**src/rtl/vidctl_i2c_slave.sv**
```systemverilog
module vidctl_i2c_slave #(
  parameter int         N_REG     = 7,
  parameter logic [6:0] ADDR_LO   = 7'h12,
  parameter logic [6:0] ADDR_HI   = 7'h16,
  parameter logic [7:0] RESET_VAL = 8'h80
) (
  input  logic               clk,
  input  logic               rst_n,
  input  logic               scl_i,
  input  logic               sda_i,
  output logic               sda_oe,
  input  logic               addr_sel,
  input  logic [1:0]         col_sys,
  input  logic [1:0]         xtal_mode,
  input  logic               is_60hz,
  input  logic               v_nonstd,
  input  logic               h_unlock,
  input  logic               noise_hi,
  input  logic               y2_ok,
  input  logic               uv2_ok,
  output logic [N_REG*8-1:0] regs_o
);

  typedef enum logic [2:0] {S_IDLE = 3'd0, S_ADDR = 3'd1, S_SUB = 3'd2,
                            S_WR = 3'd3, S_RD = 3'd4} st_t;

  logic [2:0] scl_q, sda_q;
  st_t        st;
  logic [3:0] cnt;
  logic [7:0] sr, ptr;
  logic       in_ack, rd_mode, m_nack, idx, por_ok;
  logic [7:0] regs [N_REG];

  always_ff @(posedge clk or negedge rst_n)
    if (!rst_n) begin
      scl_q <= 3'b111;
      sda_q <= 3'b111;
    end else begin
      scl_q <= {scl_q[1:0], scl_i};
      sda_q <= {sda_q[1:0], sda_i};
    end

  wire sda_s     = sda_q[1];
  wire scl_rise  = scl_q[1] & ~scl_q[2];
  wire scl_fall  = ~scl_q[1] & scl_q[2];
  wire scl_hi    = scl_q[1] & scl_q[2];
  wire start_det = scl_hi & sda_q[2] & ~sda_s;
  wire stop_det  = scl_hi & ~sda_q[2] & sda_s;
  wire rx_state  = (st == S_ADDR) || (st == S_SUB) || (st == S_WR);

  wire [6:0] my_addr = addr_sel ? ADDR_HI : ADDR_LO;
  wire [7:0] byte_a  = {1'b0, por_ok, col_sys, xtal_mode, is_60hz, v_nonstd};
  wire [7:0] byte_b  = {1'b1, h_unlock, noise_hi, y2_ok, uv2_ok, 3'b000};

  always_ff @(posedge clk or negedge rst_n) begin
    if (!rst_n) begin
      st      <= S_IDLE;
      cnt     <= '0;
      sr      <= '0;
      ptr     <= '0;
      in_ack  <= 1'b0;
      rd_mode <= 1'b0;
      m_nack  <= 1'b0;
      idx     <= 1'b0;
      por_ok  <= 1'b0;
      sda_oe  <= 1'b0;
      for (int i = 0; i < N_REG; i++) regs[i] <= RESET_VAL;
    end else if (start_det) begin
      st     <= S_ADDR;
      cnt    <= '0;
      in_ack <= 1'b0;
      sda_oe <= 1'b0;
    end else if (stop_det) begin
      st     <= S_IDLE;
      in_ack <= 1'b0;
      sda_oe <= 1'b0;
    end else if (scl_rise) begin
      if (rx_state && !in_ack && cnt < 4'd8) begin
        sr  <= {sr[6:0], sda_s};
        cnt <= cnt + 4'd1;
      end
      if (st == S_RD && in_ack) m_nack <= sda_s;
    end else if (scl_fall) begin
      if (in_ack) begin
        in_ack <= 1'b0;
        sda_oe <= 1'b0;
        cnt    <= '0;
        case (st)
          S_ADDR:
            if (rd_mode) begin
              st     <= S_RD;
              idx    <= 1'b0;
              sr     <= byte_a;
              sda_oe <= ~byte_a[7];
              cnt    <= 4'd1;
            end else begin
              st <= S_SUB;
            end
          S_SUB: st <= S_WR;
          S_RD:
            if (m_nack) begin
              st <= S_IDLE;
            end else begin
              idx    <= ~idx;
              sr     <= idx ? byte_a : byte_b;
              sda_oe <= idx ? ~byte_a[7] : ~byte_b[7];
              cnt    <= 4'd1;
            end
          default: ;
        endcase
      end else if (st == S_RD) begin
        if (cnt < 4'd8) begin
          sda_oe <= ~sr[6];
          sr     <= {sr[6:0], 1'b0};
          cnt    <= cnt + 4'd1;
        end else begin
          sda_oe <= 1'b0;
          in_ack <= 1'b1;
          if (!idx) por_ok <= 1'b1;
        end
      end else if (rx_state && cnt == 4'd8) begin
        case (st)
          S_ADDR:
            if (sr[7:1] == my_addr) begin
              rd_mode <= sr[0];
              sda_oe  <= 1'b1;
              in_ack  <= 1'b1;
            end else begin
              st <= S_IDLE;
            end
          S_SUB: begin
            ptr    <= sr;
            sda_oe <= 1'b1;
            in_ack <= 1'b1;
          end
          default: begin
            in_ack <= 1'b1;
            if (ptr < 8'(N_REG)) begin
              regs[ptr[$clog2(N_REG)-1:0]] <= sr;
              sda_oe <= 1'b1;
              ptr    <= ptr + 8'd1;
            end
          end
        endcase
      end
    end
  end

  for (genvar k = 0; k < N_REG; k++) begin : g_out
    assign regs_o[8*k +: 8] = regs[k];
  end

endmodule


```
**config.mk**
```make
export PLATFORM = sky130hd
export DESIGN_NAME = vidctl_i2c_slave
export DESIGN_NICKNAME = d
export VERILOG_FILES = /design/src/rtl/vidctl_i2c_slave.sv
export SDC_FILE = /design/constraint.sdc
export NUM_CORES = 1
export LEC_CHECK = 0
export ABC_AREA = 1
export ABC_CLOCK_PERIOD_IN_PS = 1800
export BUFFER_PORTS_ARGS = -buffer_cell sky130_fd_sc_hd__buf_2
export CORE_MARGIN = 2
export CORE_UTILIZATION = 52
export CTS_CLUSTER_DIAMETER = 150
export DETAILED_ROUTE_END_ITERATION = 6
export PLACE_DENSITY = 0.85
export SYNTH_ARGS = -nofsm -noshare
export SYNTH_HDL_FRONTEND = slang
export SYNTH_SLANG_ARGS = --single-unit
```
**constraint.sdc**
```tcl
create_clock -name clk -period 1.8 [get_ports clk]
set_input_delay 0.45 -clock clk [delete_from_list [all_inputs] [get_ports clk]]
set_output_delay 0.45 -clock clk [all_outputs]
set_load 0.01 [all_outputs]
```
==> impl_results.md <==
- # DRC: 0
- Worst-path clk slew: 80 ps
- Skew-Pair Late Insertion Delay: 390 ps
- Final slew viol count: 0
- Slew @ Worst Pin: 520 ps
- Worst hold path class: in2reg
- Hold_sp: scl_i
- Row count: 35
- First-pass GRT wire length: 22.3 mm
- Critical Path Start Type: flop
- Reg2reg start: scl_q[1]
- CP arrival: 2220 ps
- Final net count: 783
- Multi-input logic area: 2560 um^2
- Die height: 103 um
- Ant diodes: 0
- DR vias: 5087
- Largest net degree at the start of global routing: 57
- Vias per std cell: 5.68
- DP Area: 5910 um^2
- Tot GR Track Use: 27.2%
- Root buffer selected by CTS: clkbuf_8
- Grt ovf: 0
- Die Width: 103 um
- Die area: 10500 um^2
- Drt pass-1 iters: 5
- Core area: 9330 um^2
- Final wirelength: 14.9 mm
- Antenna violations before repair: 0
- Ys flop type: dfrtp_1
- Finished Cell Area: 6400 um^2
- Fmax achieved: 507 MHz
- Port Buf Inserts: 71
- Count of state elements after synthesis: 91
- Count of different cell masters after synthesis: 35
- Status: finished, violations left
- FFs w/ async S/R, synth: 100%
- Mapped Area: 5050 um^2
- Period utilization: 110%
- FF/Latch Area: 2290 um^2
- Max Buffers Root-to-Sink: 2
- Synth area leader: dfrtp_1
- Post-route ant nets: 0
- Ys Warns: 0
- Dpl hpwl: 9.78 mm
- Clock sinks: 91
- Failing checks: negative setup slack
- Relative slew slack: 65.2%
- Pre-CTS WS: -60.7 ps
- Io pins: 72
- VDD IR max: 0.000561 V
- Cell Pwr Density: 855 nW/um^2
- Syn_area_per_cell: 7.87 um^2
- Max incr delay on CP: 570 ps
- Initial DRC count: 420
- Number of synthesized flops with an enable pin: 0
- CTS tree: yes
- CTS buffer count: 9
- Top cells by count, synth: nand2_1, dfrtp_1, nand4_1
- Element type at the critical path end: flop
- RePlAce Congestion: 0.919
- WS Path Type: reg2reg
- Most common cell in the netlist: nand2_1
- Initial Util: 54.1%
- Wire length per cell: 16.6 um
- Mapped Cells: 641
- CP Max Fanout: 8
- Final Hold Violating Endpoints: 0
- Yosys top cell area share: 38.7%
- Reg2Reg Setup Slack: -170 ps
- # setup viols final: 67
- CP Cell Sequence: buf_6 -> ha_4 -> buf_4 -> nor2_4 -> inv_2 -> nor2_2 -> nor2_2 -> nand2_2 -> a21oi_4 -> nand2_4 -> nand2_1 -> nand2_1
- Critical Path Start: scl_q[1]
- Final worst path period need: 1970 ps
- Clk_skew: 19.5 ps
- Fillcell total: 719
- CP max stage cell: dfstp_2
- Vias in the first global route: 4730
- Setup ws final: -172 ps
- # H-tree levels: 3
- Post-synthesis sequential area ratio: 45.5%
- Leakage: 3.49 nW
- Max cap viols: 0
- RSZ-0062 raised after global routing: true
- Area Overhead vs Synth: 26.9%
- Post-synth net total: 662
- Ranking of synthesized cells by area: dfrtp_1, nand2_1, nand4_1, dfstp_2, nand3_1
- CP required: 2050 ps
- Share of cells above drive strength 1: 34.2%
## path summary, 6_finish.rpt
path	to	cells past startpoint
worst max-delay path	sr[2]	12
worst min-delay path	scl_q[0]	1
worst max register to register	sr[2]	12
worst min register to register	sda_q[1]	0
max in group asynchronous	regs_o[23]	3
min in group asynchronous	sda_oe	2
## metal layers
| metal | GRT usage (%) | share of wire [%] |
|---|---|---|
| met1 | 35.4 | 39 |
| met5 | 0 | 0 |
| met4 | 9.64 | 3.3 |
| met3 | 5.63 | 9.5 |
| met2 | 45.2 | 48 |
## report_power, final
part,total [mW],internal [mW],switching [mW]
clock network,1.31,0.514,0.798
logic,1.74,0.592,1.15
registers,2.42,2.20,0.219
## cell families (layout without fill, tap and decap cells)
kind of cell             after synthesis  count (layout)  synth area share, %
AND/OR/NAND/NOR                      419             419                 41.2
flip-flops                            91              91                 45.5
buffers and inverters                 91             216                 7.91
AO/OA/AOI/OAI                         32              33                 3.60
adder cells (fa/ha/maj)                6               6                 1.49
XOR/XNOR                               2               2                0.347
## sequential cells by signal (all words and copies together), names as in the netlist, 3 cells and up
register / cells
regs_o: 56
ptr: 8
sr: 8
cnt: 4
scl_q: 3
sda_q: 3
st: 3
## cells in the final DEF, fill, tap and decap left out, types with 2 or more instances in the layout
cell        Yosys  layout
buf_6           6       6
ha_1            6       3
o21bai_1        2       2
clkbuf_8        0       9
nor2_1         39      33
inv_6           0       2
clkbuf_16       0       2
dfstp_2        13      13
nand4_1        64      64
clkinvlp_4      0       3
nand3_2         4       6
buf_4           1      45
nand2_2         4      40
buf_12          0       6
nor2_2          5       6
o21ai_0        21      17
buf_2           5      72
inv_1          55      50
ha_4            0       2
o21ai_1         3       6
nand3_1        42      39
a21oi_1         3       3
inv_2          11      16
nand2_1       236     199
nand2_4         3       4
nor2_4          5      10
dfrtp_1        78      78
nand3_4         2       3
nand4_4         7       7
nand3b_1        3       3
## worst max-delay path: cells and delay by family, from the launching register on
family                   cells  cell delay [ps]
AND/OR/NAND/NOR              7              630
AO/OA/AOI/OAI                1              200
buffers and inverters        3              300
adder cells (fa/ha/maj)      1              150
flip-flops                   1              570
## area by class of cell
cell class	instances	share of cell area, %
Sequential cell	91	35.8
Tap cell	129	2.52
Inverter	67	3.97
Clock buffer	10	1.99
Multi-Input combinational cell	460	39.9
Timing Repair Buffer	133	15.0
Clock inverter	6	0.762
## metrics by stage
stage	TNS [ps]	power [mW]	std cells	utilization, %	hold WS [ps]
final	-5720	5.48	896	68.7	167
after global routing	-11540	5.70	896	68.7	162
after CTS	-2390	5.32	887	65.7	169
after detailed placement	-1600	4.04	868	63.4	332
after global placement	0	3.97	868	63.4	328
after floorplan	0	3.34	641	-	154
## timing repair
item                       4_1_cts  5_1_grt
gates resized for setup          8       60
setup endpoints to repair       71       81
hold buffers                     1        0
buffers inserted                 1        3
cloned                           1        6
hold endpoints to repair         9        0
pin swaps                        4       22
Power figures use the tool's default switching activity.
